File: config.mk
export PLATFORM = sky130hd
export DESIGN_NAME = nonuniform_err_quant
export DESIGN_NICKNAME = d
export VERILOG_FILES = /design/src/rtl/eq_pkg.sv /design/src/rtl/eq_cfg_regs.sv /design/src/rtl/eq_mode_fsm.sv /design/src/rtl/eq_quantizer.sv /design/src/rtl/nonuniform_err_quant.sv
export SDC_FILE = /design/constraint.sdc
export NUM_CORES = 1
export LEC_CHECK = 0
export ABC_AREA = 0
export ABC_CLOCK_PERIOD_IN_PS = 4200
export BUFFER_PORTS_ARGS = -buffer_cell sky130_fd_sc_hd__buf_2
export CORE_UTILIZATION = 52
export DETAILED_ROUTE_END_ITERATION = 12
export HOLD_SLACK_MARGIN = 0.05
export PLACE_DENSITY = 0.77
export SYNTH_ARGS = -nofsm -noshare
export SYNTH_HDL_FRONTEND = slang
export SYNTH_SLANG_ARGS = --single-unit
File: constraint.sdc
create_clock -name clk -period 4.2 [get_ports clk]
set_input_delay 0.42 -clock clk [delete_from_list [all_inputs] [get_ports clk]]
set_output_delay 0.42 -clock clk [all_outputs]
set_load 0.05 [all_outputs]
File: src/rtl/eq_pkg.sv
package eq_pkg;
    typedef enum logic {
        ST_STEADY    = 1'b0,
        ST_TRANSIENT = 1'b1
    } eq_mode_e;
endpackage

File: src/rtl/eq_cfg_regs.sv
module eq_cfg_regs #(
    parameter int CODE_W    = 10,
    parameter int SHIFT_W   = 4,
    parameter int DECIM_W   = 4,
    parameter int RST_LO    = 496,
    parameter int RST_HI    = 528,
    parameter int RST_SHIFT = 4,
    parameter int RST_DECIM = 4
) (
    input  logic               clk,
    input  logic               rst_n,
    input  logic               we,
    input  logic [CODE_W-1:0]  lo_in,
    input  logic [CODE_W-1:0]  hi_in,
    input  logic [SHIFT_W-1:0] shift_in,
    input  logic [DECIM_W-1:0] decim_in,
    input  logic               rate_in,
    output logic [CODE_W-1:0]  lo_q,
    output logic [CODE_W-1:0]  hi_q,
    output logic [SHIFT_W-1:0] shift_q,
    output logic [DECIM_W-1:0] decim_q,
    output logic               rate_q
);
    always_ff @(posedge clk or negedge rst_n) begin
        if (!rst_n) begin
            lo_q    <= CODE_W'(RST_LO);
            hi_q    <= CODE_W'(RST_HI);
            shift_q <= SHIFT_W'(RST_SHIFT);
            decim_q <= DECIM_W'(RST_DECIM);
            rate_q  <= 1'b0;
        end else if (we) begin
            lo_q    <= lo_in;
            hi_q    <= hi_in;
            shift_q <= shift_in;
            decim_q <= decim_in;
            rate_q  <= rate_in;
        end
    end
endmodule

File: src/rtl/eq_mode_fsm.sv
module eq_mode_fsm
    import eq_pkg::*;
#(
    parameter int CODE_W  = 10,
    parameter int DECIM_W = 4
) (
    input  logic               clk,
    input  logic               rst_n,
    input  logic               smp_valid,
    input  logic [CODE_W-1:0]  code,
    input  logic [CODE_W-1:0]  lo,
    input  logic [CODE_W-1:0]  hi,
    input  logic               rate_mode,
    input  logic [DECIM_W-1:0] decim,
    output logic               accept,
    output eq_mode_e           state_d,
    output eq_mode_e           state_q,
    output logic               smp_en
);
    localparam int CW = DECIM_W + 1;

    logic [DECIM_W-1:0] cnt_q, cnt_d;
    logic               decimating;
    logic [CW-1:0]      cnt_inc;

    always_ff @(posedge clk or negedge rst_n) begin
        if (!rst_n) begin
            state_q <= ST_STEADY;
            cnt_q   <= '0;
        end else begin
            state_q <= state_d;
            cnt_q   <= cnt_d;
        end
    end

    always_comb begin
        decimating = (state_q == ST_TRANSIENT) && rate_mode;
        smp_en     = !decimating || (cnt_q == '0);
        accept     = smp_valid && smp_en;
        cnt_inc    = {1'b0, cnt_q} + CW'(1);
        if (decimating)
            cnt_d = (cnt_inc >= {1'b0, decim}) ? '0 : cnt_inc[DECIM_W-1:0];
        else
            cnt_d = '0;
        state_d = state_q;
        unique case (state_q)
            ST_STEADY:
                if (accept && ((code < lo) || (code > hi)))
                    state_d = ST_TRANSIENT;
            ST_TRANSIENT:
                if (accept && (code > lo) && (code < hi))
                    state_d = ST_STEADY;
            default: state_d = ST_STEADY;
        endcase
    end
endmodule

File: src/rtl/eq_quantizer.sv
module eq_quantizer #(
    parameter int CODE_W   = 10,
    parameter int SHIFT_W  = 4,
    parameter int REF_CODE = 512
) (
    input  logic [CODE_W-1:0]  code,
    input  logic               coarse,
    input  logic [SHIFT_W-1:0] shift,
    output logic [CODE_W:0]    err
);
    localparam int W = CODE_W + 1;
    localparam logic [W-1:0] REFX = W'(REF_CODE);

    logic [W-1:0] ext, step_m, up, dn, q;

    always_comb begin
        ext    = {1'b0, code};
        step_m = (W'(1) << shift) - W'(1);
        up     = (ext + step_m) & ~step_m;
        dn     = ext & ~step_m;
        if (!coarse)
            q = ext;
        else if (ext < REFX)
            q = (up > REFX) ? REFX : up;
        else
            q = (dn < REFX) ? REFX : dn;
        err = REFX - q;
    end
endmodule

File: src/rtl/nonuniform_err_quant.sv
module nonuniform_err_quant
    import eq_pkg::*;
#(
    parameter int CODE_W    = 10,
    parameter int SHIFT_W   = 4,
    parameter int DECIM_W   = 4,
    parameter int REF_CODE  = 512,
    parameter int RST_LO    = 496,
    parameter int RST_HI    = 528,
    parameter int RST_SHIFT = 4,
    parameter int RST_DECIM = 4
) (
    input  logic               clk,
    input  logic               rst_n,
    input  logic               cfg_we,
    input  logic [CODE_W-1:0]  cfg_lo,
    input  logic [CODE_W-1:0]  cfg_hi,
    input  logic [SHIFT_W-1:0] cfg_shift,
    input  logic [DECIM_W-1:0] cfg_decim,
    input  logic               cfg_rate_mode,
    input  logic               smp_valid,
    input  logic [CODE_W-1:0]  smp_code,
    output logic               smp_en,
    output logic               mode_transient,
    output logic               err_valid,
    output logic [CODE_W:0]    err
);
    logic [CODE_W-1:0]  lo_q, hi_q;
    logic [SHIFT_W-1:0] shift_q;
    logic [DECIM_W-1:0] decim_q;
    logic               rate_q, accept, coarse;
    eq_mode_e           state_d, state_q;
    logic [CODE_W:0]    err_d;

    eq_cfg_regs #(
        .CODE_W(CODE_W), .SHIFT_W(SHIFT_W), .DECIM_W(DECIM_W),
        .RST_LO(RST_LO), .RST_HI(RST_HI),
        .RST_SHIFT(RST_SHIFT), .RST_DECIM(RST_DECIM)
    ) u_cfg (
        .clk(clk), .rst_n(rst_n), .we(cfg_we),
        .lo_in(cfg_lo), .hi_in(cfg_hi), .shift_in(cfg_shift),
        .decim_in(cfg_decim), .rate_in(cfg_rate_mode),
        .lo_q(lo_q), .hi_q(hi_q), .shift_q(shift_q),
        .decim_q(decim_q), .rate_q(rate_q)
    );

    eq_mode_fsm #(.CODE_W(CODE_W), .DECIM_W(DECIM_W)) u_fsm (
        .clk(clk), .rst_n(rst_n), .smp_valid(smp_valid), .code(smp_code),
        .lo(lo_q), .hi(hi_q), .rate_mode(rate_q), .decim(decim_q),
        .accept(accept), .state_d(state_d), .state_q(state_q),
        .smp_en(smp_en)
    );

    assign coarse = (state_d == ST_TRANSIENT) && !rate_q;

    eq_quantizer #(.CODE_W(CODE_W), .SHIFT_W(SHIFT_W), .REF_CODE(REF_CODE)) u_q (
        .code(smp_code), .coarse(coarse), .shift(shift_q), .err(err_d)
    );

    always_ff @(posedge clk or negedge rst_n) begin
        if (!rst_n) begin
            err_valid <= 1'b0;
            err       <= '0;
        end else begin
            err_valid <= accept;
            if (accept)
                err <= err_d;
        end
    end

    assign mode_transient = (state_q == ST_TRANSIENT);
endmodule

# After elaboration in Yosys (flattened, before gate mapping)
# Cells that the tools add are included.
op_classes:
  add_sub_neg: 4
  order_cmp: 8
  shifts: 1
  muxes: 9
  n_bitwise: 4
  n_reduce_logical: 11
ops:
  columns: ["op", "n"]
  rows:
  - ["$mux W11", 4]
  - ["$gt A10 B10 Y1", 2]
  - ["$lt A10 B10 Y1", 2]
  - ["$add A10 B11 Y11", 1]
  - ["$and A10 B11 Y11", 1]
  - ["$and A11 B11 Y11", 1]
  - ["$gt A11 B10 Y1 const B", 1]
  - ["$lt A11 B10 Y1 const B", 1]
  - ["$not A11 Y11", 1]
  - ["$shl A1 B4 Y11 const A", 1]
  - ["$sub A10 B11 Y11 const A", 1]
  - ["$sub A11 B2 Y11 const B", 1]
  - ["$lt A10 B10 Y1 const B", 1]
  - ["$mux W4", 2]
  - ["$logic_and A1 B1 Y1", 6]
  - ["$add A4 B1 Y5 const B", 1]
  - ["$ge A5 B4 Y1", 1]
  - ["$logic_not A4 Y1", 1]
  - ["$logic_not A1 Y1", 2]
  - ["$logic_or A1 B1 Y1", 2]
  - ["$mux W1", 2]
  - ["$pmux W1 S2", 1]
  - ["$not A1 Y1", 1]
totals:
  reg_bits: 46
  input_bits: 43
  output_inout_bits: 14
  elab_cells: 46

# Logic depth before layout (Yosys ltp)
# Gate-level depths: netlist (run 1).
logic_depth:
  ltp_word: 11
  depth_mapped: 22
  mapped_depth_nobuf: 21

# Hierarchy
# Synthesis (run 1) repeated with hierarchy kept, for this count alone.
unflattened:
  hier_cells: 399
  hier_area_um2: 4073.9
modules_own_cells:
  columns: ["module", "n_inst", "cells_per_inst", "area_each_um2", "seq_area_each_um2"]
  rows:
  - ["eq_quantizer", 1, 204, 1595.3, 0.0]
  - ["eq_cfg_regs", 1, 61, 1128.6, 737.0]
  - ["eq_mode_fsm", 1, 109, 870.8, 125.1]
  - ["nonuniform_err_quant", 1, 25, 479.2, 300.3]

# Least setup slack after synthesis (run 1)
# No wires, ideal clock.
synth_timing:
  path_type: "register to register"
  start: "reg u_cfg.shift_q[3]"
  end: "reg err[8]"
  setup_ns: 0.125
  arrival_ns: 4.424
  t_required_ns: 4.075
  slack_ns: -0.349
  stages_incl_launch_ff: 22
  path_buffers: 1
  synth_period_minus_slack_ns: 4.549
  cell_sequence: "dfrtp_1 -> clkbuf_1 -> nor2_1 -> nand3b_1 -> ha_1 -> or3_1 -> a21oi_1 -> nor2_1 -> inv_1 -> ha_1 -> a21oi_1 -> o21ai_0 -> a221oi_1 -> and4_1 -> nor3_4 -> a211oi_1 -> o21ai_0 -> nand2_1 -> ha_1 -> nor4b_2 -> xnor2_1 -> mux2_2"
synth_via:
  elab_chain_len: 9
  word_cells_on_any_way: 13
  cone_classes: "add/sub (3); order compare (2); shift (1); mux (4); bitwise (3)"
synth_rtl:
  columns: ["item", "line_no", "source"]
  rows:
  - ["start, declared", "eq_cfg_regs.sv:20", "output logic [SHIFT_W-1:0] shift_q,"]
  - ["start signal, assigned", "eq_cfg_regs.sv:28", "shift_q <= SHIFT_W'(RST_SHIFT);"]
  - ["start signal, assigned", "eq_cfg_regs.sv:34", "shift_q <= shift_in;"]
  - ["$shl A1 B4 Y11 *", "eq_quantizer.sv:18", "step_m = (W'(1) << shift) - W'(1);"]
  - ["$sub A11 B2 Y11 *", "eq_quantizer.sv:18", null]
  - ["$add A10 B11 Y11 / $not A11 Y11 (equally long branches)", "eq_quantizer.sv:19, eq_quantizer.sv:20", null]
  - ["$and A11 B11 Y11 / $and A10 B11 Y11 (equally long branches)", "eq_quantizer.sv:19, eq_quantizer.sv:20", null]
  - ["$gt A11 B10 Y1 / $lt A11 B10 Y1 (equally long branches)", "eq_quantizer.sv:24, eq_quantizer.sv:26", null]
  - ["$mux W11, on equally long branches", "eq_quantizer.sv:24, eq_quantizer.sv:26", null]
  - ["$mux W11 *", "eq_quantizer.sv:23", "else if (ext < REFX)"]
  - ["$mux W11 *", "eq_quantizer.sv:21", "if (!coarse)"]
  - ["$sub A10 B11 Y11 *", "eq_quantizer.sv:27", "err = REFX - q;"]
  - ["end signal, assigned", "nonuniform_err_quant.sv:67", "err <= err_d;"]
  - ["end, declared", "nonuniform_err_quant.sv:26", "output logic [CODE_W:0] err"]
# Every way passes the cells marked *; elsewhere a longest branch is shown, timed or not.
# A chain may end at the register's enable or synchronous reset.

# Worst setup path after layout (run 1)
layout_timing:
  start: "reg u_cfg.shift_q[0]"
  end: "reg err[8]"
# Same word-level chain as after synthesis.

==> summary.txt, run 1 <==
status = complete, but fails checks
failing checks = negative setup slack
Die ar. = 7620 um^2
clock root buffer = clkbuf_8
nets@finish = 584
Post-synth EDFFs = 0
Max clock buf depth = 2
Post-synth top cells = nand2_1 (51), ha_1 (46), inv_1 (42)
Placeable Area = 6910 um^2
setup violators final = 1
Iteration-0 DRC Markers = 196
router iterations before antenna repair = 4
Synth top area share = 0.245
CP Cell Sequence = nor4_4 -> inv_2 -> ha_4 -> o21a_1 -> nor2_2 -> inv_2 -> ha_4 -> or4_4 -> or3_1 -> o211ai_2 -> o21ai_4 -> nor3_4 -> o21ai_1 -> a31oi_2 -> nor4b_4 -> xnor2_1 -> mux2_4
Die Width = 87.3 um
# rows = 30
CP peak stage delay = 470 ps
Slew HR = 0.345
Yosys reg bits = 46
ys async rst share = 1.00
CTS clk-pin slew, worst paths = 90 ps
pre-CTS WS = -104 ps
Yosys cell types = 75
Critical Path RT = 4380 ps
final wirelength = 9.05 mm
CTS buffer count = 5
Initial Utilization = 0.548
Hold Fails Final Rpt = 0
Port Buffer Count = 56
hold buffers post-CTS = 0
Ys Warns = 0
syn nets = 512
predominant post-synthesis flop cell = dfrtp_1
layout cell share with drive strength beyond 1 = 0.331
RSZ-0062 raised after global routing = yes
largest cells by area after synthesis = dfrtp_1 (24%), ha_1 (15%), dfstp_2 (6.2%), nand2_1 (5.1%), o21ai_0 (4.6%)
Worst Slack Setup Final = -29.7 ps
critical path's slowest cell = or4_4
Period minus WS final = 4230 ps
CP arrival = 4410 ps
Worst Hold Class = in -> async
dpl hpwl = 7.15 mm
Wirelength per Cell = 15.3 um
Bufs and invs on worst path = 2
I/O pin total = 57
H-tree lvl count = 2
Syn-to-layout area delta = 21.2%
worst slew pin tran = 983 ps
DRT antenna net count = 0
Cell Area, Synth = 3780 um^2
P_leak = 2.16 nW
WP depth = 17
crit share post-route = 1.01
Final Max Slew Viols = 0
Crit Path Max Fanout = 7
vias in the first global route = 3,157
CP delay by family, top = simple AND/OR/NAND/NOR gates
Sink Count = 46
DRC violations left = 0
initial antenna violation count = 0
CTS tree = yes
largest net degree at the start of global routing = 53
critical path class = reg -> reg
total power = 0.00175 W
top-count cell post-synth = nand2_1
DIE HEIGHT = 87.3 um
GRT overflow = 0
max cap viols = 0
total negative setup slack = -29.7 ps
reg2reg path depth = 17
Fmax achieved = 236 MHz
total number of vias = 3,308
critical path endpoint category = register
Via density = 5.60
startpoint type of the worst setup path = register
total track usage = 0.251
global-route wire length before repair = 14.8 mm
GP Congestion = 0.909
Avg Cell Area, Syn = 8.97 um^2
Post-Syn Instances = 422
Skew-Pair Late Insertion Delay = 300 ps
VDD IR max = 0.198 mV
Power Density = 381 nW/um^2
Clock Skews = 11.9 ps
Synth area leader = dfrtp_1
Seq/Total Area, Yosys = 0.307
n_diodes = 0
## registers in the layout, indices dropped and copies added, names as in the netlist
signal         count
err               11
u_cfg.hi_q        10
u_cfg.lo_q        10
u_cfg.decim_q      4
u_cfg.shift_q      4
u_fsm.cnt_q        4
err_valid          1
u_cfg.rate_q       1
u_fsm.state_q      1
## per-stage QoR
| step | utilization | instance area, um^2 | hold WS (ps) | instances |
|---|---|---|---|---|
| floorplan | - | 3830 | 124 | 422 |
| global placement | 0.619 | 4280 | 461 | 575 |
| detailed placement | 0.619 | 4280 | 469 | 575 |
| CTS | 0.644 | 4450 | 311 | 586 |
| global route | 0.664 | 4590 | 320 | 591 |
| finish | 0.664 | 4590 | 269 | 591 |
## per-layer routing
metal / GRT usage / share of wire
met1: 0.343 / 0.47
met2: 0.414 / 0.46
met3: 0.0332 / 0.043
met4: 0.0715 / 0.024
met5: 0 / 0
## cell families after synthesis
group           count (synthesis)  share of synthesized area
simple gates                  129                      0.179
buf+inv                        58                     0.0621
compound gates                119                      0.234
fa+ha+maj                      47                      0.157
mux                            12                     0.0354
flops                          46                      0.307
xor+xnor                       11                     0.0255
## worst reg2reg max path: cells and delay by family (launching register included)
family | cells | cell delay (ps)
and+or+nand+nor | 6 | 1690
muxes | 1 | 270
buffers and inverters | 2 | 150
DFF | 1 | 420
AOI/OAI and AO/OA | 5 | 1100
adders and majority gates | 2 | 340
xor gates and xnor gates | 1 | 140
## power breakdown
part | switching [W] | leakage (nW) | internal [W]
logic | 0.000570 | 1.58 | 0.000351
registers | 0.0000347 | 0.543 | 0.000515
clock network | 0.000159 | 0.0408 | 0.000119
## area by class of cell
cell class                      count  area [um^2]
Sequential cell                    46         1160
Clock inverter                      3         23.8
Fill cell                         583         2320
Inverter                           44          165
Multi-Input combinational cell    318         2590
Timing Repair Buffer               79          457
Clock buffer                        5         68.8
Tap cell                           96          120
## cell usage in the layout (no fill, tap or decap), types with 8 or more instances in the layout
cell,count
o21ai_1,9
a21o_1,8
dfstp_2,9
nor2_1,24
dfrtp_1,36
buf_2,56
a21oi_1,9
ha_1,42
nand2_1,50
o21ai_0,30
mux2_2,8
buf_4,22
inv_1,40
## worst paths after layout
path,start,to,slack [ps]
setup reg to reg,u_cfg.shift_q[0],err[8],-30
hold reg to reg,err[5],err[5],480
setup / recovery,u_cfg.shift_q[0],err[8],-30
hold / removal,rst_n,err_valid,270
max in group asynchronous,rst_n,u_cfg.shift_q[1],3260
min in group clk,cfg_hi[4],u_cfg.hi_q[4],320
## what timing repair did
action | 4_1_cts | 5_1_grt
gates cloned | 0 | 0
resized for setup | 9 | 26
endpoints found under the setup margin | 8 | 9
hold endpoints to repair | 0 | 0
pin swaps | 10 | 14
setup buffers | 3 | 5
Note: power is estimated with default switching activity, not from simulation.
==> inputs of run 2 (changes only) <==
ABC_CLOCK_PERIOD_IN_PS = not set   (was 4200)
CORE_UTILIZATION = 58   (was 52)
PLACE_DENSITY = 0.81   (was 0.77)
SETUP_SLACK_MARGIN = 0.3   (was not set)
clock period = 4.35 ns   (was 4.2 ns; I/O delays follow)
==> summary.txt, run 2 (synthesized netlist as in run 1, its figures left out) <==
status = complete, but fails checks
failing checks = design-rule violations
met1 GRT Util = 0.364
most frequent cells in the layout = buf_2 (56), nand2_1 (50), inv_1 (41), ha_1 (41), dfrtp_1 (35)
VDD IR max = 0.295 mV
Hold Fails Final Rpt = 0
CP arrival = 4380 ps
M2 GR Usage = 0.510
total track usage = 0.291
worst slew pin tran = 1010 ps
CTS clk-pin slew, worst paths = 100 ps
Port Buffer Count = 56
startpoint type of the worst setup path = register
router iterations before antenna repair = 9
GP Congestion = 0.994
# rows = 29
total negative setup slack = 0 ps
Placeable Area = 6310 um^2
RSZ-0062 raised after global routing = yes
Syn-to-layout area delta = 24.9%
Wirelength per Cell = 16.5 um
dpl hpwl = 6.90 mm
H-tree lvl count = 2
Worst Hold Class = in -> async
Power Density = 367 nW/um^2
CTS buffer count = 5
CTS tree = yes
Top Usage Layer GRT = met2
Skew-Pair Late Insertion Delay = 300 ps
Slew HR = 0.326
Via density = 5.83
clock group share of total power = 0.156
DRC violations left = 4
total number of vias = 3,388
combinational share of power = 0.538
Initial Utilization = 0.599
Largest Register = err
n_diodes = 0
Die Width = 82.8 um
I/O pin total = 57
setup violators final = 0
Sink Count = 46
Period minus WS final = 4180 ps
Critical Path RT = 4550 ps
Final Max Slew Viols = 0
vias in the first global route = 3,230
critical path endpoint category = register
DRT antenna net count = 0
crit share post-route = 0.960
Clock Skews = 11.0 ps
Fmax achieved = 239 MHz
Iteration-0 DRC Markers = 138
P_sw = 0.000759 W
clock root buffer = clkbuf_8
Max clock buf depth = 2
biggest regs = err (11), u_cfg.hi_q (10), u_cfg.lo_q (10)
global-route wire length before repair = 14.9 mm
largest net degree at the start of global routing = 53
Net Sw Frac = 0.437
max cap viols = 0
nets@finish = 593
initial antenna violation count = 0
critical path class = reg -> reg
hold buffers post-CTS = 0
Crit Path Max Fanout = 6
DIE HEIGHT = 82.8 um
commonest non-fill, non-tap cell in the layout = buf_2
layout cell share with drive strength beyond 1 = 0.363
met3 usage = 0.0426
final wirelength = 9.59 mm
worst hold margin = 291 ps
GRT overflow = 0
P_leak = 2.22 nW
max FFs per register = 11
Sequential Power Share = 0.306
P_int = 0.000976 W
Die ar. = 6850 um^2
## run 2: cell count changes in the layout (fill, tap and decap cells not counted), sizes merged
cell / change
buf: +9
clkinv: +2
clkinvlp: -2
## run 2: worst paths after layout
| kind | from | to | slack, ps | cells after the start |
|---|---|---|---|---|
| max | u_cfg.shift_q[1] | err[8] | 170 | 21 |
| min | rst_n | err[7] | 290 | 1 |
| max reg2reg | u_cfg.shift_q[1] | err[8] | 170 | 21 |
| min reg2reg | err[1] | err[1] | 480 | 2 |
| max in group asynchronous | rst_n | u_cfg.shift_q[3] | 3350 | 1 |
| min in group clk | cfg_hi[2] | u_cfg.hi_q[2] | 330 | 3 |
## run 2: worst max-delay path: stages, from the launching register on
cell      delay [ps]
dfrtp_2          440
nor4_4           320
inv_2             90
ha_4             190
or3_4            340
a21oi_4          190
nor2_4            60
inv_2             60
ha_4             210
a21oi_4          180
o21ai_2           80
a221oi_2         260
buf_4            190
and4_4           240
nor3_4            70
a221oi_2         290
a21oi_2           70
inv_1             70
ha_2             170
nor4b_4          200
xnor2_1           90
mux2_4           260
## run 2: power groups by stage
| stage | clock (W) | combinational (W) | sequential, W |
|---|---|---|---|
| after floorplan | 0 | 0.000473 | 0.000666 |
| after global placement | 0 | 0.000783 | 0.000536 |
| after detailed placement | 0 | 0.000797 | 0.000538 |
| after CTS | 0.000280 | 0.000851 | 0.000531 |
| after global routing | 0.000291 | 0.00101 | 0.000541 |
| final | 0.000271 | 0.000933 | 0.000531 |
## run 2: per-stage QoR
stage | util | total power (W) | instance area, um^2 | setup WS [ps] | instances
5_1_grt | 0.749 | 0.00185 | 4730 | 51.9 | 581
3_3_place_gp | 0.672 | 0.00132 | 4240 | 127 | 551
6_report | 0.749 | 0.00173 | 4730 | 172 | 581
3_5_place_dp | 0.672 | 0.00134 | 4240 | 10.4 | 551
4_1_cts | 0.712 | 0.00166 | 4500 | 242 | 573
2_1_floorplan | - | 0.00114 | 3860 | 248 | 422
## run 2: final cells by class
| type | instances | area [um^2] |
|---|---|---|
| fillers | 475 | 1590 |
| multi-input cells | 318 | 2680 |
| well taps | 77 | 96.3 |
| inverters | 44 | 165 |
| clock buffers | 5 | 68.8 |
| flip-flops and latches | 46 | 1160 |
| clock inverters | 3 | 18.8 |
| repair buffers | 88 | 528 |
## run 2: repair_timing
item / CTS / global route
cloned: 0 / 0
setup buffers: 14 / 8
resized for setup: 15 / 31
pin swaps: 30 / 22
setup endpoints to repair: 9 / 10
## run 2: routing by layer
| layer | vias up | wire length (um) |
|---|---|---|
| li1 | 1664 | - |
| met3 | 21 | 375 |
| met1 | 1609 | 4210 |
| met2 | 94 | 4790 |
| met4 | 0 | 210 |
| met5 | - | 0 |
